==> src/rtl/bss_pkg.sv <==
// Shared constants and types of the best-state search block.
// Assumes metrics are unsigned, smaller is better.
package bss_pkg;
    localparam int unsigned PM_W     = 6;   // path metric width
    localparam int unsigned ST_W     = 9;   // state index width (512 states)
    localparam int unsigned LANES    = 8;   // metrics per clock
    localparam int unsigned BASE_CYC = 8;   // beats per iteration at the shortest code

    // Iteration length select, one code per constraint length.
    typedef enum logic [1:0] {
        CL7  = 2'd0,
        CL8  = 2'd1,
        CL9  = 2'd2,
        CL10 = 2'd3
    } cl_sel_e;
endpackage

==> src/rtl/bss_cmp.sv <==
// Combinational compare-select: passes the smaller metric with its state.
// On equal metrics the lower state index wins, which makes the result
// independent of lane and beat order.
module bss_cmp #(
    parameter int unsigned MW = 6,
    parameter int unsigned SW = 9
) (
    input  logic [MW-1:0] a_m,
    input  logic [SW-1:0] a_s,
    input  logic [MW-1:0] b_m,
    input  logic [SW-1:0] b_s,
    output logic [MW-1:0] w_m,
    output logic [SW-1:0] w_s
);
    logic take_a;

    // Choose side a on a strictly smaller metric or on a tie with lower index.
    always_comb begin
        take_a = (a_m < b_m) || ((a_m == b_m) && (a_s <= b_s));
        w_m    = take_a ? a_m : b_m;
        w_s    = take_a ? a_s : b_s;
    end
endmodule

==> src/rtl/bss_node.sv <==
// One registered tree node: a compare-select followed by a pipeline register.
// Assumes a synchronous active-low reset; the node runs every cycle.
module bss_node #(
    parameter int unsigned MW = 6,
    parameter int unsigned SW = 9
) (
    input  logic          clk,
    input  logic          rst_n,
    input  logic [MW-1:0] a_m,
    input  logic [SW-1:0] a_s,
    input  logic [MW-1:0] b_m,
    input  logic [SW-1:0] b_s,
    output logic [MW-1:0] q_m,
    output logic [SW-1:0] q_s
);
    logic [MW-1:0] c_m;
    logic [SW-1:0] c_s;

    bss_cmp #(.MW(MW), .SW(SW)) u_cmp (
        .a_m(a_m), .a_s(a_s), .b_m(b_m), .b_s(b_s),
        .w_m(c_m), .w_s(c_s)
    );

    // Register the local winner.
    always_ff @(posedge clk) begin
        if (!rst_n) begin
            q_m <= '0;
            q_s <= '0;
        end else begin
            q_m <= c_m;
            q_s <= c_s;
        end
    end
endmodule

==> src/rtl/bss_tree.sv <==
// Balanced registered reduction tree laid out as a heap: node i has
// children 2i+1 and 2i+2, and the leaves LANES-1 .. 2*LANES-2 are the
// input lanes. The latency is log2(LANES) cycles. Beat tags (valid,
// first, last) travel alongside the data. Assumes LANES is a power of two
// and at least 2.
module bss_tree #(
    parameter int unsigned LANES = 8,
    parameter int unsigned MW    = 6,
    parameter int unsigned SW    = 9
) (
    input  logic                clk,
    input  logic                rst_n,
    input  logic                in_valid,
    input  logic                in_first,
    input  logic                in_last,
    input  logic [LANES*MW-1:0] in_metric,
    input  logic [LANES*SW-1:0] in_state,
    output logic                out_valid,
    output logic                out_first,
    output logic                out_last,
    output logic [MW-1:0]       out_m,
    output logic [SW-1:0]       out_s
);
    localparam int unsigned LVL   = $clog2(LANES);
    localparam int unsigned NODES = 2 * LANES - 1;

    logic [NODES*MW-1:0] nm;
    logic [NODES*SW-1:0] ns;
    logic [LVL-1:0]      v_pipe;
    logic [LVL-1:0]      f_pipe;
    logic [LVL-1:0]      l_pipe;

    for (genvar j = 0; j < LANES; j++) begin : g_leaf
        assign nm[(LANES-1+j)*MW +: MW] = in_metric[j*MW +: MW];
        assign ns[(LANES-1+j)*SW +: SW] = in_state[j*SW +: SW];
    end

    for (genvar i = 0; i < LANES - 1; i++) begin : g_node
        bss_node #(.MW(MW), .SW(SW)) u_node (
            .clk(clk), .rst_n(rst_n),
            .a_m(nm[(2*i+1)*MW +: MW]), .a_s(ns[(2*i+1)*SW +: SW]),
            .b_m(nm[(2*i+2)*MW +: MW]), .b_s(ns[(2*i+2)*SW +: SW]),
            .q_m(nm[i*MW +: MW]),       .q_s(ns[i*SW +: SW])
        );
    end

    // Delay the beat tags by the depth of the tree.
    always_ff @(posedge clk) begin
        if (!rst_n) begin
            v_pipe <= '0;
            f_pipe <= '0;
            l_pipe <= '0;
        end else begin
            v_pipe[0] <= in_valid;
            f_pipe[0] <= in_first;
            l_pipe[0] <= in_last;
            for (int k = 1; k < LVL; k++) begin
                v_pipe[k] <= v_pipe[k-1];
                f_pipe[k] <= f_pipe[k-1];
                l_pipe[k] <= l_pipe[k-1];
            end
        end
    end

    assign out_valid = v_pipe[LVL-1];
    assign out_first = f_pipe[LVL-1];
    assign out_last  = l_pipe[LVL-1];
    assign out_m     = nm[MW-1:0];
    assign out_s     = ns[SW-1:0];
endmodule

==> src/rtl/bss_fold.sv <==
// Folds per-beat tree winners into a running best over one iteration.
// The first beat replaces the running best; the last beat publishes the
// result with a one-cycle strobe. Beats that are not valid are ignored.
module bss_fold #(
    parameter int unsigned MW = 6,
    parameter int unsigned SW = 9
) (
    input  logic          clk,
    input  logic          rst_n,
    input  logic          t_valid,
    input  logic          t_first,
    input  logic          t_last,
    input  logic [MW-1:0] t_m,
    input  logic [SW-1:0] t_s,
    output logic          best_valid,
    output logic [SW-1:0] best_state
);
    logic [MW-1:0] acc_m;
    logic [SW-1:0] acc_s;
    logic [MW-1:0] mg_m;
    logic [SW-1:0] mg_s;
    logic [MW-1:0] cand_m;
    logic [SW-1:0] cand_s;

    bss_cmp #(.MW(MW), .SW(SW)) u_cmp (
        .a_m(acc_m), .a_s(acc_s), .b_m(t_m), .b_s(t_s),
        .w_m(mg_m),  .w_s(mg_s)
    );

    // Restart on the first beat, else merge with the running best.
    always_comb begin
        cand_m = t_first ? t_m : mg_m;
        cand_s = t_first ? t_s : mg_s;
    end

    // Hold the running best and publish it at the end of the iteration.
    always_ff @(posedge clk) begin
        if (!rst_n) begin
            acc_m      <= '0;
            acc_s      <= '0;
            best_valid <= 1'b0;
            best_state <= '0;
        end else begin
            best_valid <= t_valid && t_last;
            if (t_valid) begin
                acc_m <= cand_m;
                acc_s <= cand_s;
                if (t_last) begin
                    best_state <= cand_s;
                end
            end
        end
    end
endmodule

==> src/rtl/best_state_finder.sv <==
// Top of the best-state search. It counts valid beats within an iteration
// whose length is set by cfg_len, tags the first and last beat, reduces
// each beat in a registered tree and folds the winners. Assumes cfg_len is
// steady for the whole of an iteration.
module best_state_finder
    import bss_pkg::*;
#(
    parameter int unsigned MW   = PM_W,
    parameter int unsigned SW   = ST_W,
    parameter int unsigned NL   = LANES,
    parameter int unsigned BASE = BASE_CYC
) (
    input  logic             clk,
    input  logic             rst_n,
    input  logic [1:0]       cfg_len,
    input  logic             in_valid,
    input  logic [NL*MW-1:0] in_metric,
    input  logic [NL*SW-1:0] in_state,
    output logic             best_valid,
    output logic [SW-1:0]    best_state
);
    localparam int unsigned MAXB = BASE * 8;
    localparam int unsigned CW   = $clog2(MAXB);

    cl_sel_e       cl;
    logic [CW:0]   span;
    logic [CW-1:0] cnt;
    logic          beat_first;
    logic          beat_last;
    logic          t_valid;
    logic          t_first;
    logic          t_last;
    logic [MW-1:0] t_m;
    logic [SW-1:0] t_s;

    assign cl = cl_sel_e'(cfg_len);

    // Beats per iteration for the selected constraint length.
    always_comb begin
        case (cl)
            CL7:     span = (CW+1)'(BASE);
            CL8:     span = (CW+1)'(BASE * 2);
            CL9:     span = (CW+1)'(BASE * 4);
            default: span = (CW+1)'(BASE * 8);
        endcase
    end

    assign beat_first = (cnt == '0);
    assign beat_last  = ({1'b0, cnt} >= (span - (CW+1)'(1)));

    // Count valid beats within the current iteration.
    always_ff @(posedge clk) begin
        if (!rst_n) begin
            cnt <= '0;
        end else if (in_valid) begin
            cnt <= beat_last ? '0 : cnt + CW'(1);
        end
    end

    bss_tree #(.LANES(NL), .MW(MW), .SW(SW)) u_tree (
        .clk(clk), .rst_n(rst_n),
        .in_valid(in_valid), .in_first(beat_first), .in_last(beat_last),
        .in_metric(in_metric), .in_state(in_state),
        .out_valid(t_valid), .out_first(t_first), .out_last(t_last),
        .out_m(t_m), .out_s(t_s)
    );

    bss_fold #(.MW(MW), .SW(SW)) u_fold (
        .clk(clk), .rst_n(rst_n),
        .t_valid(t_valid), .t_first(t_first), .t_last(t_last),
        .t_m(t_m), .t_s(t_s),
        .best_valid(best_valid), .best_state(best_state)
    );
endmodule

==> config.mk <==
export PLATFORM = sky130hd
export DESIGN_NAME = best_state_finder
export DESIGN_NICKNAME = d
export VERILOG_FILES = /design/src/rtl/bss_pkg.sv /design/src/rtl/bss_cmp.sv /design/src/rtl/bss_node.sv /design/src/rtl/bss_tree.sv /design/src/rtl/bss_fold.sv /design/src/rtl/best_state_finder.sv
export SDC_FILE = /design/constraint.sdc
export NUM_CORES = 1
export LEC_CHECK = 0
export ABC_AREA = 1
export BUFFER_PORTS_ARGS = -buffer_cell sky130_fd_sc_hd__buf_2
export CAP_MARGIN = 10
export CORE_ASPECT_RATIO = 1.75
export CORE_MARGIN = 2
export CORE_UTILIZATION = 35
export CTS_BUF_LIST = sky130_fd_sc_hd__clkbuf_8 sky130_fd_sc_hd__clkbuf_16
export DETAILED_ROUTE_END_ITERATION = 16
export HOLD_SLACK_MARGIN = 0.05
export PLACE_DENSITY = 0.54
export REMOVE_ABC_BUFFERS = 1
export SLEW_MARGIN = 0
export SYNTH_ARGS = -nofsm -noshare
export SYNTH_HDL_FRONTEND = slang
export SYNTH_SLANG_ARGS = --single-unit
==> constraint.sdc <==
create_clock -name clk -period 2.5 [get_ports clk]
set_clock_uncertainty 0.1 [all_clocks]
set_input_delay 0.125 -clock clk [delete_from_list [all_inputs] [get_ports clk]]
set_output_delay 0.125 -clock clk [all_outputs]
set_load 0.1 [all_outputs]
# --- Yosys cells after proc, flatten, opt, wreduce, memory -nomap -nowiden ---
# Cells that the tools add are included.
totals:
  register_bits: 145
  wordCells: 93
  in_bits: 125
op_classes:
  reduce_logical: 21
  n_addsub: 2
  mux: 20
  n_eq_ne: 11
  order_cmp: 17
ops:
  columns: ["op", "n"]
  rows:
  - ["9-bit two-way mux", 9]
  - ["9-bit less-or-equal comparator", 8]
  - ["6-bit two-way mux", 10]
  - ["6-bit == test", 8]
  - ["6-bit < comparator", 8]
  - ["7-bit one-hot mux with 3 select lines", 1]
  - ["1-bit logical AND", 9]
  - ["1-bit logical OR", 8]
  - ["6-bit by 7-bit >= comparator with 1-bit output", 1]
  - ["7-bit by 1-bit subtractor with 7-bit output, second input constant", 1]
  - ["6-bit by 1-bit adder with 6-bit output, second input constant", 1]
  - ["6-bit zero test", 1]
  - ["2-bit AND reduction", 2]
  - ["2-bit by 1-bit == test with 1-bit output, second input constant", 1]
  - ["2-bit == test, second input constant", 1]
  - ["2-bit zero test", 1]
  - ["2-bit != test, second input constant", 1]

# --- Logic depth before layout (Yosys ltp) ---
# Gate-level depths: netlist of the first run.
logic_depth:
  word_depth: 5
  depth_mapped: 16
  ltp_nobuf: 15

# --- Cells and area by module ---
# Synthesis of the first run repeated with hierarchy kept, for this count alone.
unflattened:
  cells_unflattened: 1520
  hier_area_um2: 10208.5
modules_own_cells:
  columns: ["mod", "n_inst", "seq_area_each_um2", "cells_per_inst", "area_each_um2"]
  rows:
  - ["bss_cmp at u_fold.u_cmp ...", 7, 0.0, 113, 660.6]
  - ["bss_node", 7, 300.3, 46, 424.2]
  - ["bss_fold", 1, 500.5, 205, 1231.2]
  - ["bss_cmp at u_tree.g_node[2].u_node.u_cmp", 1, 0.0, 114, 716.9]
  - ["best_state_finder", 1, 120.1, 60, 407.9]
  - ["bss_tree", 1, 180.2, 28, 259.0]

# --- Least setup slack after synthesis of the first run ---
# No wires, ideal clock.
synth_path:
  path_type: "reg-to-reg"
  startpoint: "register u_tree.g_node[0].u_node.q_s[7]"
  endpoint: "register u_fold.acc_s[4]"
  n_path_buf: 1
  setup_ns: 0.115
  path_stages_with_launch: 15
  arrival_time_ns: 1.639
  path_slack_ns: 0.646
  cell_sequence: "dfxtp_1 -> inv_1 -> ha_1 -> nand2_2 -> nor2_4 -> nand3b_1 -> nand3_1 -> nand2_1 -> nand2_2 -> nand2_4 -> nand2_8 -> nand2_4 -> buf_6 -> o21ai_1 -> nor2_1"
synth_between:
  elab_chain_cells: 5
synth_lines:
  columns: ["element", "line_no", "source"]
  rows:
  - ["start, declared", "bss_node.sv:14", "output logic [SW-1:0] q_s"]
  - ["start signal, assigned", "bss_node.sv:31", "q_s <= c_s;"]
  - ["9-bit less-or-equal comparator", "bss_cmp.sv:19", "take_a = (a_m < b_m) || ((a_m == b_m) && (a_s <= b_s));"]
  - ["1-bit logical AND", "bss_cmp.sv:19", null]
  - ["1-bit logical OR", "bss_cmp.sv:19", null]
  - ["9-bit two-way mux", "bss_cmp.sv:21", "w_s = take_a ? a_s : b_s;"]
  - ["9-bit two-way mux", "bss_fold.sv:33", "cand_s = t_first ? t_s : mg_s;"]
  - ["end signal, assigned", "bss_fold.sv:47", "acc_s <= cand_s;"]
  - ["end, declared", "bss_fold.sv:19", "logic [SW-1:0] acc_s;"]
# No other way between the ends.
# A chain may end at the register's enable or synchronous reset.

# --- Worst setup path after layout of the first run ---
layout_path:
  startpoint: "input in_state[62]"
  endpoint: "register u_tree.g_node[6].u_node.q_m[1]"
layout_between:
  elab_chain_cells: 4
layout_lines:
  columns: ["element", "line_no", "source"]
  rows:
  - ["start, declared", "best_state_finder.sv:18", "input logic [NL*SW-1:0] in_state,"]
  - ["9-bit less-or-equal comparator", "bss_cmp.sv:19", null]
  - ["1-bit logical AND", "bss_cmp.sv:19", null]
  - ["1-bit logical OR", "bss_cmp.sv:19", null]
  - ["6-bit two-way mux", "bss_cmp.sv:20", "w_m = take_a ? a_m : b_m;"]
  - ["end signal, assigned", "bss_node.sv:30", "q_m <= c_m;"]
  - ["end, declared", "bss_node.sv:13", "output logic [MW-1:0] q_m,"]
# No other way between the ends.

==> flow_summary_export.csv, run 1 <==
group,metric,value,unit
layout,antenna_cells,0,
global_routing,antenna_found_initial,0,
route,drc,0,
synth,ys_warn_count,0,
synth,synth_area_leaders,"dfxtp_1, ha_1, a21oi_1, nand2_1, nand3_1",
layout,area_delta_synth_final,34.6,%
worst_setup_path,critical_path_required,2.70,ns
timing,max_freq,0.413,GHz
min_path,hold_path_class,"in -> reg",
floorplanning,io_pins,135,
timing,worst_pin_slew,0.629,ns
timing,hold_slack,0.150,ns
worst_setup_path,crit_path_max_incr_delay,0.54,ns
worst_setup_path,crit_type,"in -> reg",
clock_network,clk_pin_slew,0.06,ns
synth,syn_area_per_cell,7.21,sq um
synth,synth_top_cell_area_share,0.330,
floorplanning,start_util,0.357,
floorplanning,die_height,214,um
place,gp_congestion,0.808,
clock_network,cts_max_path_buffers,2,
synth,syn_area,0.00878,sq mm
timing,setup-violations-final,0,
worst_setup_path,cp-start-kind,"input port",
route,drtIter0Drc,303,
global_routing,grt_max_degree,42,
layout,layout-drive-gt1-share,0.160,
timing,min_period,2.42,ns
clock_network,cts_made_buffers,17,
run,cap_viol_max_count,0,
route,finalWirelength,22.9,mm
timing,slew_violations,0,
timing,max_slew_margin,0.576,
route,wire_per_inst,12.8,um
global_routing,track_usage,0.175,
pwr,irDropWorstVdd,473,uV
synth,yosys-top-cells-count,"nand2_1, a21oi_1, inv_1",
route,dr.pass1.iters,6,
floorplanning,die_x,124,um
route,vias,8511,
place,pre_cts_ws,0.306,ns
global_routing,overflow,0,
worst_setup_path,slowest_stage,"dlygate4sd3_1",
synth,synthFlopType,"dfxtp_1",
place,dp_hpwl,17.0,mm
synth,synth_edf_count,0,
floorplanning,rows,76,
timing,fin_crit_sh,0.969,
synth,yosysMostFrequentCell,"nand2_1",
worst_setup_path,end_kind,"flop",
floorplanning,die-area,0.0264,sq mm
worst_setup_path,cp_max_fo,7,
synth,synth_seq_cells,145,
synth,async_reset_ff_frac,0,
pwr,leakage,5.74,nW
layout,layout.nets,1719,
pwr,totalPowerFinal,8.06,mW
timing,worst_slack,0.0785,ns
layout,fillers,2460,
place,io_buffers,134,
timing,grt_setup_unrepaired,"yes",
status,status,"finished clean",
clock_network,root_buffer,"clkbuf_16",
worst_setup_path,arrival,2.63,ns
pwr,p_per_area,682,mW/mm^2
worst_setup_path,cp_cell_sequence,"dlygate4sd3_1 -> buf_2 -> ha_1 -> nand2_1 -> nor2_1 -> a211oi_1 -> nand2_1 -> o21ai_2 -> nand2_2 -> clkbuf_16 -> a21oi_1 -> nor2_1 -> dlygate4sd3_1",
clock_network,cts.htree.levels,4,
route,viasPerCell,4.75,
clock_network,clock_latency,0.41,ns
synth,synth_cell_type_count,34,
timing,hold_violations,0,
global_routing,grt_pass1_vias,8218,
synth,synth_area_leader_cell,"dfxtp_1",
synth,synthCells,1218,
synth,ys_seq_area_frac,0.330,
global_routing,grt_pass1_wl,37.1,mm
clock_network,cts.sinks,145,
route,ant_nets,0,
floorplanning,coreArea,0.0246,sq mm
layout,fin_util,0.480,
clock_network,cts_tree,"done",
## report_power, final
group / internal, mW / switching [mW] / total [mW]
sequential: 2.58 / 0.167 / 2.75
clock: 1.60 / 0.935 / 2.54
combinational: 1.14 / 1.63 / 2.78
total: 5.32 / 2.73 / 8.06
## cells by family (layout without fill, tap and decap cells)
family,count (synthesis),count (layout),share of synthesized area
and+or+nand+nor,490,490,0.244
buffers and inverters,229,491,0.106
xor gates and xnor gates,1,1,0.000997
adders and majority gates,126,126,0.179
AOI/OAI and AO/OA,227,227,0.138
DFF,145,145,0.330
## state kept, by name, indices dropped and copies added, names as in the netlist
signal and flops:
cnt 6, u_fold.acc_m 6, u_fold.acc_s 9, u_fold.best_state 9, u_fold.best_valid 1, u_tree.f_pipe 3, u_tree.g_node.u_node.q_m 42, u_tree.g_node.u_node.q_s 63
u_tree.l_pipe 3, u_tree.v_pipe 3
## final timing paths
check	from	end	slack, ns	depth (start not counted)
worst max-delay path	in_state[62]	u_tree.g_node[6].u_node.q_m[1]	0.08	13
worst min register to register	u_tree.v_pipe[1]	u_tree.v_pipe[2]	0.31	2
worst max register to register	u_tree.g_node[4].u_node.q_s[2]	u_tree.g_node[1].u_node.q_m[4]	0.31	11
worst min-delay path	rst_n	u_tree.l_pipe[0]	0.15	3
## cells in the final DEF (no fill, tap or decap), types with 2 or more instances in the layout
cell type      instances
clkinvlp_4             3
a21oi_2                9
o21bai_1               2
nor3_1                 8
o21ai_1                8
nand2_4                3
nor2_1               100
ha_1                 123
dfxtp_1              145
inv_2                  3
a21o_1                 2
buf_2                134
o221ai_2               4
clkinv_2               5
nand3b_1               3
ha_4                   3
o21ai_0               15
a21oi_1              172
clkbuf_16             19
nand3_2                4
o221ai_1               2
clkinv_1               2
inv_1                170
bufinv_16              3
buf_6                  4
nand2_2                6
buf_12                 2
nand2_1              208
clkbuf_8               2
nand4_1               19
o211ai_1               3
nand3_1              133
buf_4                 23
dlygate4sd3_1        121
a211oi_1               2
o21ai_2                3
o21a_1                 4
## repair_timing
| item | in CTS | in global routing |
|---|---|---|
| hold endpoints to repair | 65 | 1 |
| setup endpoints to repair | 0 | 24 |
| hold buffers | 121 | 1 |
| gates resized for setup | 0 | 42 |
| setup buffers | 0 | 5 |
## per-stage QoR
stage	area [sq um]	cells	setup TNS, ns
after floorplan	8500	1163	0
after global placement	9750	1630	0
after detailed placement	9750	1630	0
after CTS	11600	1782	0
after global routing	11800	1792	-0.120
final	11800	1792	0
## area by class of cell
class / instances / area, sq um / area share
clock inverters: 12 / 141 / 0.0120
multi-input cells: 844 / 5090 / 0.431
inverters: 174 / 653 / 0.0552
flip-flops and latches: 145 / 2900 / 0.246
clock buffers: 19 / 453 / 0.0383
repair buffers: 286 / 2190 / 0.185
well taps: 312 / 390 / 0.0330
## critical path: cells and delay by family
family / cells / cell delay (ns)
buffers and inverters: 4 / 1.39
AOI/OAI and AO/OA: 3 / 0.42
and+or+nand+nor: 5 / 0.39
adders and majority gates: 1 / 0.30
## layer usage
| layer | up-vias | wire [um] | GRT usage |
|---|---|---|---|
| li1 | 4524 | - | - |
| met2 | 128 | 12700 | 0.341 |
| met1 | 3828 | 9190 | 0.185 |
| met5 | - | 0 | 0 |
| met3 | 31 | 538 | 0.0290 |
| met4 | 0 | 508 | 0.0607 |
(Power assumes the default switching activity.)
==> inputs of run 2 (changes only) <==
==> constraint.sdc (replaced) <==
create_clock -name clk -period 2.5 [get_ports clk]
set_clock_uncertainty 0.1 [all_clocks]
set_input_delay 0.375 -clock clk [delete_from_list [all_inputs] [get_ports clk]]
set_output_delay 0.375 -clock clk [all_outputs]
set_load 0.1 [all_outputs]
==> flow_summary_export.csv, run 2 (synthesized netlist as in run 1, its figures left out) <==
group,metric,value,unit
clock_network,cts.sinks,145,
worst_setup_path,end_kind,"flop",
place,gp_congestion,0.843,
route,viasPerCell,4.82,
pwr,switching_share,0.346,
pwr,combinationalPowerShare,0.326,
global_routing,grt_pass1_vias,7641,
global_routing,antenna_found_initial,1,
clock_network,root_buffer,"clkbuf_16",
layout,area_delta_synth_final,18.4,%
global_routing,grt_pass1_wl,35.3,mm
timing,hold_violations,0,
global_routing,track_usage,0.170,
timing,max_freq,0.464,GHz
clock_network,cts_resized,0,
place,dpl_cell_area,0.00979,sq mm
pwr,irDropWorstVdd,482,uV
global_routing,overflow,0,
status,status,"finished clean",
layout,largest-register,"u_tree.g_node.u_node.q_s",
pwr,p_seq_frac,0.347,
layout,layout-drive-gt1-share,0.154,
clock_network,ctsHoldBuffers,0,
place,io_buffers,134,
floorplanning,die_height,214,um
pwr,totalPowerFinal,7.93,mW
layout,layout.nets,1591,
layout,reg.largest.list,"u_tree.g_node.u_node.q_s: 63 flops, u_tree.g_node.u_node.q_m: 42 flops",
clock_network,clk_pin_slew,0.06,ns
clock_network,clock_latency,0.42,ns
pwr,p_per_area,762,mW/mm^2
clock_network,cts_made_buffers,17,
layout,largest_reg_flops,63,
route,ant_nets,0,
pwr,p_sw,2.75,mW
floorplanning,die-area,0.0264,sq mm
worst_setup_path,cp_cell_sequence,"inv_1 -> ha_1 -> nand2_1 -> nor2_1 -> o21ai_0 -> o211ai_1 -> nand2_4 -> nand2_8 -> nand2_4 -> o21ai_0 -> nor2_1",
timing,worst_pin_slew,0.485,ns
floorplanning,die_x,124,um
layout,final_cell_mix,"nand2_1, a21oi_1, inv_1, dfxtp_1, nand3_1",
layout,fin_util,0.422,
route,drtIter0Drc,328,
timing,max_slew_margin,0.679,
clock_network,post-cts-setup-buffers,0,
global_routing,grt_max_degree,40,
layout,design_area,0.0104,sq mm
floorplanning,start_util,0.357,
worst_setup_path,critical_path_required,2.71,ns
clock_network,cts.htree.levels,4,
timing,setup-violations-final,0,
pwr,internal_power,5.18,mW
pwr,leakage,5.15,nW
worst_setup_path,slowest_stage,"dfxtp_1",
worst_setup_path,cp_max_fo,25,
floorplanning,coreArea,0.0246,sq mm
floorplanning,rows,76,
worst_setup_path,crit_type,"reg -> reg",
worst_setup_path,arrival,2.37,ns
place,pre_cts_ws,0.195,ns
min_path,hold_path_class,"in -> reg",
route,finalWirelength,21.5,mm
clock_network,cts_max_path_buffers,2,
worst_setup_path,crit_path_max_incr_delay,0.34,ns
run,cap_viol_max_count,0,
layout,layout.cells.most_common,"nand2_1",
place,dp_hpwl,17.3,mm
route,drc,0,
route,wire_per_inst,12.9,um
route,dr.pass1.iters,6,
timing,slew_violations,0,
timing,grt_setup_unrepaired,"no",
floorplanning,io_pins,135,
layout,stdcell_count,1666,
clock_network,cts_tree,"done",
layout,fillers,2567,
timing,worst_slack,0.344,ns
place,place_inst,1633,
route,vias,8033,
timing,fin_crit_sh,0.862,
pwr,clockPowerShare,0.327,
worst_setup_path,cp-start-kind,"flop",
timing,min_period,2.16,ns
run 2: cell count changes in the layout (fill, tap and decap cells not counted), sizes merged:
| cell | delta |
|---|---|
| buf | -5 |
| inv | +1 |
| dlygate4sd3 | -121 |
| clkbuf | -2 |
| diode | +1 |
run 2: path summary, 6_finish.rpt:
check	end	slack (ns)	from	cells after the start
worst max register to register	u_fold.acc_s[2]	0.34	u_tree.g_node[0].u_node.q_m[5]	11
worst max-delay path	u_fold.acc_s[2]	0.34	u_tree.g_node[0].u_node.q_m[5]	11
worst min register to register	u_tree.v_pipe[2]	0.31	u_tree.v_pipe[1]	2
worst min-delay path	u_tree.g_node[6].u_node.q_m[0]	0.1	in_metric[36]	3
run 2: power groups by stage:
stage	logic, mW	registers, mW	clock network, mW
after floorplan	1.86	2.73	0
after detailed placement	2.60	2.80	0
after global routing	2.99	2.78	2.77
after global placement	2.58	2.80	0
after CTS	2.62	2.75	2.66
final	2.58	2.75	2.59
run 2: per-layer routing:
| metal | up-vias | part of all wire | track usage |
|---|---|---|---|
| li1 | 4266 | - | - |
| met2 | 139 | 0.55 | 0.329 |
| met3 | 34 | 0.027 | 0.0255 |
| met1 | 3594 | 0.40 | 0.180 |
| met4 | 0 | 0.025 | 0.0639 |
| met5 | - | 0 | 0 |
run 2: final cells by class:
type                    count  area (sq um)  area share
multi-input cells         844          4970       0.477
flip-flops and latches    145          2900       0.279
repair buffers            158           876      0.0842
inverters                 174           653      0.0628
clock buffers              19           453      0.0435
well taps                 312           390      0.0375
clock inverters            13           161      0.0155
diodes                      1          2.50    0.000240
run 2: critical path, delay by kind of cell, from the launching register on:
kind	cells	cell delay, ns
AOI/OAI and AO/OA	3	0.53
adders and majority gates	1	0.29
buffers and inverters	1	0.05
DFF	1	0.34
and+or+nand+nor	6	0.74
run 2: through the flow:
| step | hold slack (ns) | setup TNS [ns] |
|---|---|---|
| 2_1_floorplan | 0.290 | -0.0877 |
| 3_3_place_gp | 0.302 | 0 |
| 3_5_place_dp | 0.300 | 0 |
| 4_1_cts | 0.0743 | 0 |
| 5_1_grt | 0.0947 | 0 |
| 6_report | 0.0952 | 0 |
==> inputs of run 3 (changes only) <==
Clock period 2.5 ns to 2.6 ns, I/O delays scaled along.
==> flow_summary_export.csv, run 3 (synthesized netlist as in run 1, its figures left out) <==
group,metric,value,unit
clock_network,clk_pin_slew,0.06,ns
clock_network,cts.sinks,145,
worst_setup_path,r2r-start,"u_tree.g_node[0].u_node.q_s[6]",
worst_setup_path,crit_end,"u_fold.acc_s[0]",
worst_setup_path,critical_path_required,2.81,ns
global_routing,grt_max_degree,40,
floorplanning,rows,76,
floorplanning,die-area,0.0264,sq mm
worst_setup_path,end_kind,"flop",
floorplanning,die_x,124,um
worst_setup_path,startpoint,"u_tree.g_node[0].u_node.q_s[6]",
floorplanning,io_pins,135,
route,dr.pass1.iters,4,
layout,final_cell_mix,"nand2_1, a21oi_1, inv_1, dfxtp_1, nand3_1",
min_path,min_from,"in_metric[36]",
place,place_inst,1636,
layout,area_delta_synth_final,18.3,%
place,dpl_cell_area,0.00980,sq mm
clock_network,cts_max_path_buffers,2,
layout,layout.cells.most_common,"nand2_1",
global_routing,overflow,0,
clock_network,root_buffer,"clkbuf_16",
route,wire_per_inst,12.9,um
floorplanning,coreArea,0.0246,sq mm
timing,max_slew_margin,0.544,
route,finalWirelength,21.5,mm
place,io_buffers,134,
timing,hold_violations,0,
worst_setup_path,cp-start-kind,"flop",
worst_setup_path,r2r_end,"u_fold.acc_s[0]",
timing,min_period,2.09,ns
place,gp_congestion,0.867,
pwr,irDropWorstVdd,531,uV
clock_network,cts_made_buffers,17,
global_routing,grt_pass1_vias,7889,
pwr,p_per_area,725,mW/mm^2
clock_network,cts_resized,0,
layout,stdcell_count,1669,
timing,grt_setup_unrepaired,"no",
layout,largest_reg_flops,63,
layout,reg.largest.list,"u_tree.g_node.u_node.q_s: 63 flops, u_tree.g_node.u_node.q_m: 42 flops",
route,vias,8046,
floorplanning,start_util,0.357,
worst_setup_path,reg2reg_depth,13,
clock_network,ctsHoldBuffers,0,
layout,layout.nets,1594,
worst_setup_path,rrSetupSlack,0.51,ns
global_routing,grt_pass1_wl,35.7,mm
worst_setup_path,crit_type,"reg -> reg",
route,viasPerCell,4.82,
timing,slew_violations,0,
timing,max_freq,0.479,GHz
timing,setup-violations-final,0,
timing,worst_pin_slew,0.677,ns
global_routing,track_usage,0.170,
timing,tns,0,ns
place,dp_hpwl,17.1,mm
timing,fin_crit_sh,0.804,
route,drtIter0Drc,295,
run,cap_viol_max_count,0,
worst_setup_path,arrival,2.30,ns
clock_network,clock_latency,0.42,ns
min_path,hold_path_class,"in -> reg",
clock_network,cts_tree,"done",
layout,design_area,0.0104,sq mm
route,drc,0,
clock_network,post-cts-setup-buffers,0,
layout,fillers,2538,
floorplanning,die_height,214,um
pwr,leakage,5.15,nW
global_routing,antenna_found_initial,2,
clock_network,cts.htree.levels,4,
route,ant_nets,0,
layout,layout-drive-gt1-share,0.155,
layout,largest-register,"u_tree.g_node.u_node.q_s",
status,status,"finished clean",
worst_setup_path,cp_max_fo,25,
==> run 3: cell type report <==
type	count	area, sq um	area share
Antenna cell	2	5.00	0.000482
Clock buffer	21	480	0.0462
Clock inverter	10	110	0.0106
Inverter	174	653	0.0628
Multi-Input combinational cell	844	4970	0.478
Sequential cell	145	2900	0.279
Tap cell	312	390	0.0376
Timing Repair Buffer	161	886	0.0852
==> run 3: where the power goes <==
part,leakage [nW],switching (mW),total [mW],internal [mW]
registers,1.19,0.166,2.65,2.48
logic,3.67,1.53,2.49,0.962
clock network,0.288,0.904,2.40,1.50
==> run 3: stage by stage <==
stage	utilization	hold slack (ns)	worst slack, ns	power, mW
floorplan	-	0.290	0.0795	4.41
global placement	0.398	0.298	0.413	5.18
detailed placement	0.398	0.297	0.362	5.21
CTS	0.422	0.0910	0.450	7.65
global route	0.422	0.111	0.276	8.13
finish	0.422	0.111	0.511	7.54
==> run 3: critical path, stage by stage (launching register included) <==
cell      delay, ns
dfxtp_1        0.36
inv_1          0.07
ha_1           0.29
nand2_1        0.09
nor2_4         0.11
nand3b_1       0.08
nand3_1        0.08
nand2_1        0.07
nand2_2        0.08
nand2_4        0.07
nand2_8        0.17
nand2_4        0.17
o21ai_0        0.19
nor2_1         0.05
==> run 3: worst min-delay path by stage <==
stage                                           endpoint  slack [ns]  cells after the start
after detailed placement                u_tree.v_pipe[2]        0.30                      2
after global placement                  u_tree.v_pipe[2]        0.30                      2
after floorplan                         u_tree.f_pipe[1]        0.29                      2
final                     u_tree.g_node[6].u_node.q_m[0]        0.11                      3
after CTS                 u_tree.g_node[6].u_node.q_m[0]        0.09                      3
after global routing      u_tree.g_node[6].u_node.q_m[3]        0.11                      3
==> run 3: routing by layer <==
metal | vias to the layer above | routed length (um) | share of wire | global-route usage
met2 | 134 | 11700 | 0.55 | 0.326
met4 | 0 | 610 | 0.028 | 0.0654
met1 | 3604 | 8530 | 0.40 | 0.179
met3 | 36 | 628 | 0.029 | 0.0287
li1 | 4272 | - | - | -
met5 | - | 0 | 0 | 0
